===== config.mk =====
export PLATFORM = sky130hd
export DESIGN_NAME = xmode_negotiator
export DESIGN_NICKNAME = d
export VERILOG_FILES = /design/src/rtl/xneg_pkg.sv /design/src/rtl/xneg_datapath.sv /design/src/rtl/xneg_control.sv /design/src/rtl/xmode_negotiator.sv
export SDC_FILE = /design/constraint.sdc
export NUM_CORES = 1
export LEC_CHECK = 0
export BUFFER_PORTS_ARGS = -buffer_cell sky130_fd_sc_hd__buf_2
export CORE_MARGIN = 2
export CORE_UTILIZATION = 59
export CTS_CLUSTER_DIAMETER = 60
export DETAILED_ROUTE_END_ITERATION = 6
export HOLD_SLACK_MARGIN = 0.02
export PLACE_DENSITY_LB_ADDON = 0.15
export SETUP_SLACK_MARGIN = 0.1
export SLEW_MARGIN = 30
export SYNTH_ARGS = -nofsm -noshare
export SYNTH_HDL_FRONTEND = slang
export SYNTH_SLANG_ARGS = --single-unit

===== constraint.sdc =====
create_clock -name clk -period 3.64 [get_ports clk]
set_clock_uncertainty 0.05 [all_clocks]
set_input_delay 0.546 -clock clk [delete_from_list [all_inputs] [get_ports clk]]
set_output_delay 0.546 -clock clk [all_outputs]
set_load 0.01 [all_outputs]

===== src/rtl/xneg_pkg.sv =====
package xneg_pkg;
  typedef enum logic [2:0] {
    RES_OK      = 3'd0,
    RES_TIMEOUT = 3'd1,
    RES_PROTO   = 3'd2,
    RES_NOSUP   = 3'd3,
    RES_IOERR   = 3'd4
  } result_e;

  typedef enum logic [1:0] {
    WIN_SETUP = 2'd0,
    WIN_LONG  = 2'd1,
    WIN_RESP  = 2'd2
  } win_e;

  typedef struct packed {
    logic loadWin;
    win_e win;
    logic latchMode;
  } ctlStrobe_t;

  typedef struct packed {
    logic ackN;
    logic busy;
    logic paperErr;
    logic select;
    logic faultN;
  } status_t;
endpackage


===== src/rtl/xneg_datapath.sv =====
module xneg_datapath
  import xneg_pkg::*;
#(
  parameter int DIV_W       = 8,
  parameter int SETUP_T     = 1,
  parameter int RESP_T      = 6,
  parameter int SYNC_STAGES = 2
) (
  input  logic             clk,
  input  logic             rst_n,
  input  ctlStrobe_t       ctl,
  input  logic [DIV_W-1:0] tickDiv,
  input  logic [7:0]       modeCode,
  input  status_t          statRaw,
  output status_t          statSync,
  output logic             winExpired,
  output logic [7:0]       modeLatch
);
  localparam int LONG_T = SETUP_T + RESP_T;
  localparam int TICK_W = $clog2(LONG_T + 1) + 1;

  status_t syncStage [SYNC_STAGES];

  generate
    for (genvar s = 0; s < SYNC_STAGES; s++) begin : g_sync
      always_ff @(posedge clk or negedge rst_n) begin
        if (!rst_n) syncStage[s] <= '0;
        else if (s == 0) syncStage[s] <= statRaw;
        else syncStage[s] <= syncStage[(s == 0) ? 0 : s - 1];
      end
    end
  endgenerate

  assign statSync = syncStage[SYNC_STAGES-1];

  logic [DIV_W-1:0]  preCnt;
  logic [TICK_W-1:0] tickCnt;
  logic [TICK_W-1:0] winLen;

  always_comb begin
    case (ctl.win)
      WIN_SETUP: winLen = TICK_W'(SETUP_T);
      WIN_LONG:  winLen = TICK_W'(LONG_T);
      default:   winLen = TICK_W'(RESP_T);
    endcase
  end

  always_ff @(posedge clk or negedge rst_n) begin
    if (!rst_n) begin
      preCnt  <= '0;
      tickCnt <= '0;
    end else if (ctl.loadWin) begin
      preCnt  <= tickDiv;
      tickCnt <= winLen;
    end else if (tickCnt != '0) begin
      if (preCnt == '0) begin
        preCnt  <= tickDiv;
        tickCnt <= tickCnt - 1'b1;
      end else begin
        preCnt <= preCnt - 1'b1;
      end
    end
  end

  assign winExpired = (tickCnt == '0);

  always_ff @(posedge clk or negedge rst_n) begin
    if (!rst_n) modeLatch <= 8'h00;
    else if (ctl.latchMode) modeLatch <= modeCode;
  end
endmodule


===== src/rtl/xneg_control.sv =====
module xneg_control
  import xneg_pkg::*;
(
  input  logic       clk,
  input  logic       rst_n,
  input  logic       startReq,
  input  logic       stopReq,
  input  status_t    statSync,
  input  logic       winExpired,
  input  logic [7:0] modeLatch,
  output ctlStrobe_t ctl,
  output logic       strobeN,
  output logic       autoFdN,
  output logic       initN,
  output logic       selInN,
  output logic       done,
  output logic [2:0] result,
  output logic [7:0] curMode,
  output logic       modeActive
);
  typedef enum logic [2:0] {
    ST_IDLE, ST_SETUP, ST_WAIT_ID, ST_STROBE, ST_WAIT_ACK, ST_TERM_REQ, ST_TERM_ACK
  } state_e;

  state_e state, stateNext;
  logic strobeNxt, autoFdNxt, initNxt, selInNxt, doneNxt, activeNxt;
  logic [2:0] resultNxt;
  logic [7:0] modeNxt;
  logic idPresent;

  assign idPresent = statSync.paperErr && statSync.select && statSync.faultN && !statSync.ackN;

  always_comb begin
    stateNext = state;
    strobeNxt = strobeN;
    autoFdNxt = autoFdN;
    initNxt   = initN;
    selInNxt  = selInN;
    doneNxt   = 1'b0;
    resultNxt = result;
    modeNxt   = curMode;
    activeNxt = modeActive;
    ctl       = '{loadWin: 1'b0, win: WIN_SETUP, latchMode: 1'b0};

    case (state)
      ST_IDLE: begin
        if (startReq) begin
          if (selInN) begin
            doneNxt   = 1'b1;
            resultNxt = RES_IOERR;
          end else begin
            ctl       = '{loadWin: 1'b1, win: WIN_SETUP, latchMode: 1'b1};
            stateNext = ST_SETUP;
          end
        end else if (stopReq) begin
          if (modeActive) begin
            strobeNxt = 1'b1;
            autoFdNxt = 1'b1;
            initNxt   = 1'b1;
            selInNxt  = 1'b0;
            ctl       = '{loadWin: 1'b1, win: WIN_LONG, latchMode: 1'b0};
            stateNext = ST_TERM_REQ;
          end else begin
            doneNxt   = 1'b1;
            resultNxt = RES_OK;
          end
        end
      end
      ST_SETUP: begin
        if (winExpired) begin
          selInNxt  = 1'b1;
          autoFdNxt = 1'b0;
          ctl       = '{loadWin: 1'b1, win: WIN_LONG, latchMode: 1'b0};
          stateNext = ST_WAIT_ID;
        end
      end
      ST_WAIT_ID: begin
        if (idPresent) begin
          strobeNxt = 1'b0;
          ctl       = '{loadWin: 1'b1, win: WIN_SETUP, latchMode: 1'b0};
          stateNext = ST_STROBE;
        end else if (winExpired) begin
          {strobeNxt, autoFdNxt, initNxt, selInNxt} = 4'b1110;
          doneNxt   = 1'b1;
          resultNxt = RES_TIMEOUT;
          stateNext = ST_IDLE;
        end
      end
      ST_STROBE: begin
        if (winExpired) begin
          strobeNxt = 1'b1;
          autoFdNxt = 1'b1;
          ctl       = '{loadWin: 1'b1, win: WIN_LONG, latchMode: 1'b0};
          stateNext = ST_WAIT_ACK;
        end
      end
      ST_WAIT_ACK: begin
        if (statSync.ackN) begin
          doneNxt   = 1'b1;
          stateNext = ST_IDLE;
          if (modeLatch == 8'h00 || statSync.select) begin
            resultNxt = RES_OK;
            modeNxt   = modeLatch;
            activeNxt = 1'b1;
          end else begin
            {strobeNxt, autoFdNxt, initNxt, selInNxt} = 4'b1110;
            resultNxt = RES_NOSUP;
          end
        end else if (winExpired) begin
          {strobeNxt, autoFdNxt, initNxt, selInNxt} = 4'b1110;
          doneNxt   = 1'b1;
          resultNxt = RES_PROTO;
          stateNext = ST_IDLE;
        end
      end
      ST_TERM_REQ: begin
        if (statSync.busy && statSync.faultN) begin
          modeNxt   = 8'h00;
          activeNxt = 1'b0;
          autoFdNxt = 1'b0;
          ctl       = '{loadWin: 1'b1, win: WIN_RESP, latchMode: 1'b0};
          stateNext = ST_TERM_ACK;
        end else if (winExpired) begin
          modeNxt   = 8'h00;
          activeNxt = 1'b0;
          doneNxt   = 1'b1;
          resultNxt = RES_TIMEOUT;
          stateNext = ST_IDLE;
        end
      end
      ST_TERM_ACK: begin
        if (statSync.ackN || winExpired) begin
          autoFdNxt = 1'b1;
          doneNxt   = 1'b1;
          resultNxt = statSync.ackN ? RES_OK : RES_TIMEOUT;
          stateNext = ST_IDLE;
        end
      end
      default: stateNext = ST_IDLE;
    endcase
  end

  always_ff @(posedge clk or negedge rst_n) begin
    if (!rst_n) begin
      state      <= ST_IDLE;
      strobeN    <= 1'b1;
      autoFdN    <= 1'b1;
      initN      <= 1'b1;
      selInN     <= 1'b0;
      done       <= 1'b0;
      result     <= RES_OK;
      curMode    <= 8'h00;
      modeActive <= 1'b0;
    end else begin
      state      <= stateNext;
      strobeN    <= strobeNxt;
      autoFdN    <= autoFdNxt;
      initN      <= initNxt;
      selInN     <= selInNxt;
      done       <= doneNxt;
      result     <= resultNxt;
      curMode    <= modeNxt;
      modeActive <= activeNxt;
    end
  end
endmodule


===== src/rtl/xmode_negotiator.sv =====
module xmode_negotiator
  import xneg_pkg::*;
#(
  parameter int DIV_W   = 8,
  parameter int SETUP_T = 1,
  parameter int RESP_T  = 6
) (
  input  logic             clk,
  input  logic             rst_n,
  input  logic [DIV_W-1:0] tickDiv,
  input  logic             startReq,
  input  logic [7:0]       modeCode,
  input  logic             stopReq,
  input  logic             statAckN,
  input  logic             statBusy,
  input  logic             statPaperErr,
  input  logic             statSel,
  input  logic             statFaultN,
  output logic             outStrobeN,
  output logic             outAutoFdN,
  output logic             outInitN,
  output logic             outSelInN,
  output logic [7:0]       dataOut,
  output logic             done,
  output logic [2:0]       result,
  output logic [7:0]       curMode,
  output logic             modeActive
);
  ctlStrobe_t ctl;
  status_t    statRaw, statSync;
  logic       winExpired;
  logic [7:0] modeLatch;

  assign statRaw = '{ackN: statAckN, busy: statBusy, paperErr: statPaperErr,
                     select: statSel, faultN: statFaultN};

  xneg_datapath #(.DIV_W(DIV_W), .SETUP_T(SETUP_T), .RESP_T(RESP_T), .SYNC_STAGES(2)) u_dp (
    .clk(clk), .rst_n(rst_n), .ctl(ctl), .tickDiv(tickDiv), .modeCode(modeCode),
    .statRaw(statRaw), .statSync(statSync), .winExpired(winExpired), .modeLatch(modeLatch)
  );

  xneg_control u_ctl (
    .clk(clk), .rst_n(rst_n), .startReq(startReq), .stopReq(stopReq),
    .statSync(statSync), .winExpired(winExpired), .modeLatch(modeLatch), .ctl(ctl),
    .strobeN(outStrobeN), .autoFdN(outAutoFdN), .initN(outInitN), .selInN(outSelInN),
    .done(done), .result(result), .curMode(curMode), .modeActive(modeActive)
  );

  assign dataOut = modeLatch;
endmodule


==> results.json, run 1 <==
{
  "status": "finished, final reports clean",
  "path_clk_slew_ps": 90,
  "synthXorXnorAreaFrac_pct": 1.032,
  "use_met1_pct": 35.65,
  "postRouteAntennaNets": 0,
  "met2_usage_pct": 33.87,
  "cts-root-buf": "clkbuf_8",
  "clkSinkCount": 50,
  "ys_top_cells_by_area": "dfrtp_1 (46%), mux2_2 (4.9%), dfstp_2 (3.1%), o21ai_0 (2.9%), a22o_1 (2.8%)",
  "syn-num-nets": 274,
  "holdBufCountCts": 0,
  "htree_levels": 2,
  "grt_max_degree": 51,
  "async_flop_share_pct": 100.0,
  "crit_type": "reg -> reg",
  "layout_setup_ws_ps": 1060,
  "path_max_fanout": 31,
  "comb_power_share_pct": 43.2,
  "switching_share_pct": 40.99,
  "die_x_microns": 69.68,
  "synth_top_family_by_area": "compound AO/OA/AOI/OAI gates",
  "io_buffers": 49,
  "numCtsBuffers": 5,
  "start_kind": "register",
  "maxCapViolCount": 0,
  "syn-mean-instance-area_sq_um": 10.35,
  "rsz0062_at_grt": "false",
  "globalplace.congestion": 0.9527,
  "clockPowerShare_pct": 13.8,
  "hpwl_mm": 3.942,
  "grt-busiest-layer": "met1",
  "worst_ep_arrival_time_ps": 2770,
  "grt.overflow.total": 0,
  "finalCritPeriodShare_pct": 70.87,
  "clkLatencyLatePin_ps": 300,
  "nNetsFinal": 316,
  "p_sw_mw": 0.9709,
  "rows": 23,
  "r2r_end": "u_dp.preCnt[2]",
  "power_density_nw_per_um2": 823.2,
  "worst_slew_pin_slew_ps": 855.4,
  "fmax_ghz": 0.3877,
  "ys_seq_elements": 50,
  "num_antenna_cells": 0,
  "multi_input_area_sq_um": 1166,
  "synthesis.area_sq_um": 2545,
  "crit_required_ps": 3830,
  "vias_per_cell": 6.150,
  "regArea_sq_um": 1255,
  "fin_crit_ps": 2580,
  "muxShareOfSynthArea_pct": 6.047,
  "power_frac_seq_pct": 43.0,
  "antenna_found_initial": 0,
  "hold_violations": 0,
  "slew_headroom_pct": 42.83,
  "clock_path_buffers": 2,
  "drc_errors": 0,
  "synth-simple-area-share_pct": 17.65,
  "synth_compound_area_share_pct": 19.57,
  "rr_worst_depth": 5,
  "syn-instance-count": 246,
  "routedWlPerCell_microns": 16.27,
  "layout-drive-gt1-share_pct": 28.37,
  "drt_pre_antenna_iters": 4,
  "die_area_sq_um": 4855,
  "via_count": 2085,
  "grt_use_met3_pct": 4.651,
  "cts_resized": 0,
  "io_pins": 50,
  "post_cts_buffers": 0,
  "hp-class": "in -> async",
  "start_util_pct": 62.28,
  "synth_edf_count": 0,
  "ys_seq_area_share_pct": 49.31,
  "grt_pass1_wl_mm": 9.170,
  "yosys_warnings": 0,
  "setup_tns_ps": 0,
  "synth_top_cell_by_area": "dfrtp_1",
  "cts_tree": "done",
  "yosysUniqueCellTypes": 62,
  "setup_viol": 0,
  "p_int_mw": 1.398,
  "critPathCaptureType": "register",
  "die_height_microns": 69.68,
  "grt_usage_pct": 23.40,
  "power.leakage_nw": 1.320,
  "grt_pass1_vias": 1893,
  "rr_startpoint": "u_ctl.state[2]",
  "area_growth_pct": 13.08,
  "core_area_sq_um": 4086,
  "wl_mm": 5.515,
  "synth_top_area_share_pct": 46.21,
  "synthFlopType": "dfrtp_1",
  "ir_drop_uv": 435.5,
  "place_ws_ps": 1134,
  "synthAdderAreaFrac_pct": 1.475,
  "slew_viol_final": 0,
  "drt-initial-drc-count": 275,
  "r2r_slack_ps": 1060,
  "finalPower_mw": 2.369,
  "fillers": 340
}
## worst max path at each step
stage	startpoint	endpoint	slack, ps	cells past startpoint
2_1_floorplan	u_dp.tickCnt[0]	u_ctl.curMode[0]	1520	7
3_3_place_gp	u_ctl.state[2]	u_dp.preCnt[2]	1230	5
3_5_place_dp	u_ctl.state[2]	u_dp.preCnt[2]	1130	5
4_1_cts	u_ctl.state[2]	u_dp.preCnt[2]	1100	5
5_1_grt	u_ctl.state[2]	u_dp.preCnt[2]	970	5
6_report	u_ctl.state[2]	u_dp.preCnt[2]	1060	5
## flip-flops by register name (all words and copies together) (netlist names)
register          flops
u_ctl.curMode         8
u_dp.modeLatch        8
u_dp.preCnt           8
u_dp.statSync         5
u_dp.syncStage        5
u_dp.tickCnt          4
u_ctl.result          3
u_ctl.state           3
u_ctl.autoFdN         1
u_ctl.done            1
u_ctl.initN           1
u_ctl.modeActive      1
u_ctl.selInN          1
u_ctl.strobeN         1
## cells by family (layout without fill, tap and decap cells)
family	after synthesis	in the layout
compound gates	70	70
flops	50	50
mux	14	14
xor+xnor	3	3
fa+ha+maj	3	3
buf+inv	27	70
simple gates	79	79
## worst max-delay path, cell delays in order (launching register included)
cell and delay, ps:
dfrtp_1 910, or4b_1 300, o22ai_1 150, or4_4 550, nor2_2 330, o32a_1 230
## per-stage QoR
stage / instances / hold slack, ps / utilization [%] / area (sq um)
6_report: 339 / 192.8 / 70.42 / 2878
3_5_place_dp: 331 / 285.5 / 68.13 / 2784
3_3_place_gp: 331 / 283.3 / 68.03 / 2780
4_1_cts: 339 / 217.6 / 70.42 / 2878
2_1_floorplan: 246 / 200.4 / - / 2545
5_1_grt: 339 / 247.7 / 70.42 / 2878
## Yosys cell counts (all sizes together), types with 2 or more instances
master   n
clkbuf   7
nand2b   3
xnor2    2
o21ai   15
inv     12
mux2    11
a22o     8
or3      3
nand2   16
or3b     3
and3     3
buf      8
nand3b   2
or4b     2
dfrtp   47
o22a     4
a22oi    2
nand3    3
a21o     2
mux2i    3
a21oi    7
nor4     6
o22ai    6
nor2b    2
a31oi    7
or4      2
nor3b    3
ha       3
nor2    16
nor3    10
a221oi   2
dfstp    3
## cell usage in the layout, fill, tap and decap left out, drive strengths merged, types with 3 or more instances in the layout
cell	instances
nand2b	3
a21oi	7
and3	3
o22ai	6
nor2	16
o22a	4
nand2	16
a22o	8
or3	3
dfrtp	47
ha	3
or3b	3
inv	13
o21ai	15
nor3b	3
nor3	10
clkbuf	5
nor4	6
nand3	3
buf	50
mux2	11
a31oi	7
dfstp	3
mux2i	3
## cell type report
type | count | share of cell area [%]
Clock buffer | 5 | 2.391
Tap cell | 50 | 2.174
Sequential cell | 50 | 43.61
Inverter | 12 | 1.565
Timing Repair Buffer | 50 | 8.870
Multi-Input combinational cell | 169 | 40.52
Clock inverter | 3 | 0.8696
## power groups by stage
stage / combinational, mW / clock (mW) / sequential [mW]
2_1_floorplan: 0.778 / 0 / 0.963
3_3_place_gp: 0.983 / 0 / 1.01
3_5_place_dp: 1.02 / 0 / 1.02
4_1_cts: 1.02 / 0.336 / 1.01
5_1_grt: 1.13 / 0.359 / 1.06
6_report: 1.02 / 0.326 / 1.02
## per-layer routing
layer	up-vias	part of all wire, %
met5	-	0
li1	1000	-
met3	6	7.3
met2	86	47
met4	0	0.92
met1	993	45
Note: power is estimated with default switching activity, not from simulation.
==> run 2, diff against run 1 <==
Settings changed: CORE_UTILIZATION 59 to 49.
Clock period 3.64 ns to 2.2 ns, I/O delays scaled along.
==> run 2 against run 1 <==
Effect of this change: clock-buffer cell count did not move; clock power increased by 60%; critical path depth increased by 2; largest power group is now combinational logic; highest routed layer unchanged.
==> results.json, run 2 (synthesized netlist as in run 1, its figures left out) <==
{
  "status": "finished, final reports clean",
  "postRouteAntennaNets": 0,
  "maxCapViolCount": 0,
  "numCtsBuffers": 5,
  "cts-root-buf": "clkbuf_8",
  "min_to": "u_dp.syncStage[7]",
  "final_common_cell": "buf_2",
  "hp-class": "in -> reg",
  "fmax_ghz": 0.4841,
  "path_cells": "inv_2 -> ha_4 -> or3b_4 -> buf_6 -> and3_4 -> o32ai_4 -> mux2_4",
  "start_kind": "register",
  "slew_viol_final": 0,
  "r2r_slack_ps": 130,
  "layout-drive-gt1-share_pct": 40.18,
  "grt_usage_pct": 21.80,
  "rr_worst_depth": 7,
  "final_cell_mix": "buf_2 (49), dfrtp_1 (47), buf_4 (33)",
  "worst_slew_pin_slew_ps": 418.3,
  "finalPower_mw": 4.358,
  "top_regs": "u_ctl.curMode (8), u_dp.modeLatch (8), u_dp.preCnt (8)",
  "clkSinkCount": 50,
  "final_util_pct": 64.87,
  "min_path_cells": 1,
  "io_pins": 50,
  "fin_crit_ps": 2066,
  "worst_ep_arrival_time_ps": 2210,
  "drc_errors": 0,
  "htree_levels": 2,
  "hold_violations": 0,
  "rows": 26,
  "wl_mm": 6.155,
  "min_from": "statPaperErr",
  "crit_required_ps": 2340,
  "ir_drop_uv": 744.7,
  "fillers": 431,
  "layoutNonFillerInstCount": 396,
  "routedWlPerCell_microns": 15.54,
  "die_area_sq_um": 5786,
  "power.leakage_nw": 1.530,
  "via_count": 2290,
  "grt_max_degree": 22,
  "power_density_nw_per_um2": 1324,
  "drt_pre_antenna_iters": 4,
  "finalCritPeriodShare_pct": 93.89,
  "grt.overflow.total": 0,
  "clock_path_buffers": 2,
  "max_stage_delay_ps": 390,
  "slowest_stage": "dfrtp_1",
  "path_max_fanout": 5,
  "clkLatencyLatePin_ps": 300,
  "num_antenna_cells": 0,
  "rr_startpoint": "u_dp.tickCnt[0]",
  "io_buffers": 49,
  "core_area_sq_um": 5075,
  "vias_per_cell": 5.783,
  "setup_viol": 0,
  "nNetsFinal": 353,
  "antenna_found_initial": 0,
  "cts_tree": "done",
  "drt-initial-drc-count": 153,
  "start_util_pct": 50.15,
  "critPathCaptureType": "register",
  "dp.cells": 381,
  "globalplace.congestion": 0.9555,
  "hpwl_mm": 4.476,
  "slew_headroom_pct": 71.93,
  "r2r_end": "u_ctl.result[0]",
  "die_x_microns": 76.07,
  "area_growth_pct": 29.35,
  "grt_pass1_vias": 2154,
  "die_height_microns": 76.07,
  "crit_type": "reg -> reg",
  "rsz0062_at_grt": "true",
  "path_buf_inv": 2,
  "path_clk_slew_ps": 90,
  "grt_pass1_wl_mm": 10.23,
  "crit_family": "simple AND/OR/NAND/NOR gates"
}
## run 2: through the flow
stage	instance area, sq um	setup TNS (ps)	hold WS, ps	setup slack [ps]
floorplan	2564	0	-15.59	105.8
global placement	3055	0	212.3	27.37
detailed placement	3055	-18.48	212.1	-10.01
CTS	3207	0	67.53	77.40
global route	3292	0	61.15	50.14
finish	3292	0	74.20	134.4
## run 2: worst reg2reg max path: stages, from the launching register on
cell	delay, ps
dfrtp_1	390
inv_2	80
ha_4	120
or3b_4	370
buf_6	140
and3_4	190
o32ai_4	300
mux2_4	330
## run 2: what timing repair did
item,CTS,global route
setup endpoints to repair,18,25
pin swaps,2,8
hold endpoints to repair,12,0
buffers inserted,3,2
gates resized for setup,7,15
gates cloned,0,1
hold buffers,1,0
## run 2: cell type report
| cell class | instances | area, sq um | share of cell area (%) |
|---|---|---|---|
| Clock buffer | 5 | 68.82 | 2.090 |
| Clock inverter | 3 | 18.77 | 0.5701 |
| Inverter | 12 | 45.04 | 1.368 |
| Multi-Input combinational cell | 170 | 1271 | 38.62 |
| Sequential cell | 50 | 1255 | 38.12 |
| Tap cell | 70 | 87.58 | 2.661 |
| Timing Repair Buffer | 86 | 545.5 | 16.57 |
## run 2: worst max path at each step
stage / start / end / depth (start not counted)
CTS: u_dp.tickCnt[1] / u_ctl.result[0] / 7
global route: u_dp.tickCnt[1] / u_dp.preCnt[7] / 8
global placement: u_dp.tickCnt[0] / u_ctl.curMode[5] / 6
detailed placement: u_dp.tickCnt[0] / u_ctl.curMode[1] / 6
floorplan: u_dp.tickCnt[0] / u_ctl.curMode[0] / 7
finish: u_dp.tickCnt[0] / u_ctl.result[0] / 7
## run 2: power breakdown
group | leakage (nW) | switching [mW] | internal [mW]
logic | 0.869 | 1.13 | 1.12
registers | 0.612 | 0.309 | 1.27
clock network | 0.0483 | 0.297 | 0.224
total | 1.53 | 1.74 | 2.62
## run 2: per-layer routing
metal	vias to the layer above	global-route usage, %	part of all wire [%]
met5	-	0	0
met4	0	8.182	2.0
met3	14	4.147	5.1
met2	80	32.68	45
met1	1117	31.69	48
li1	1079	-	-
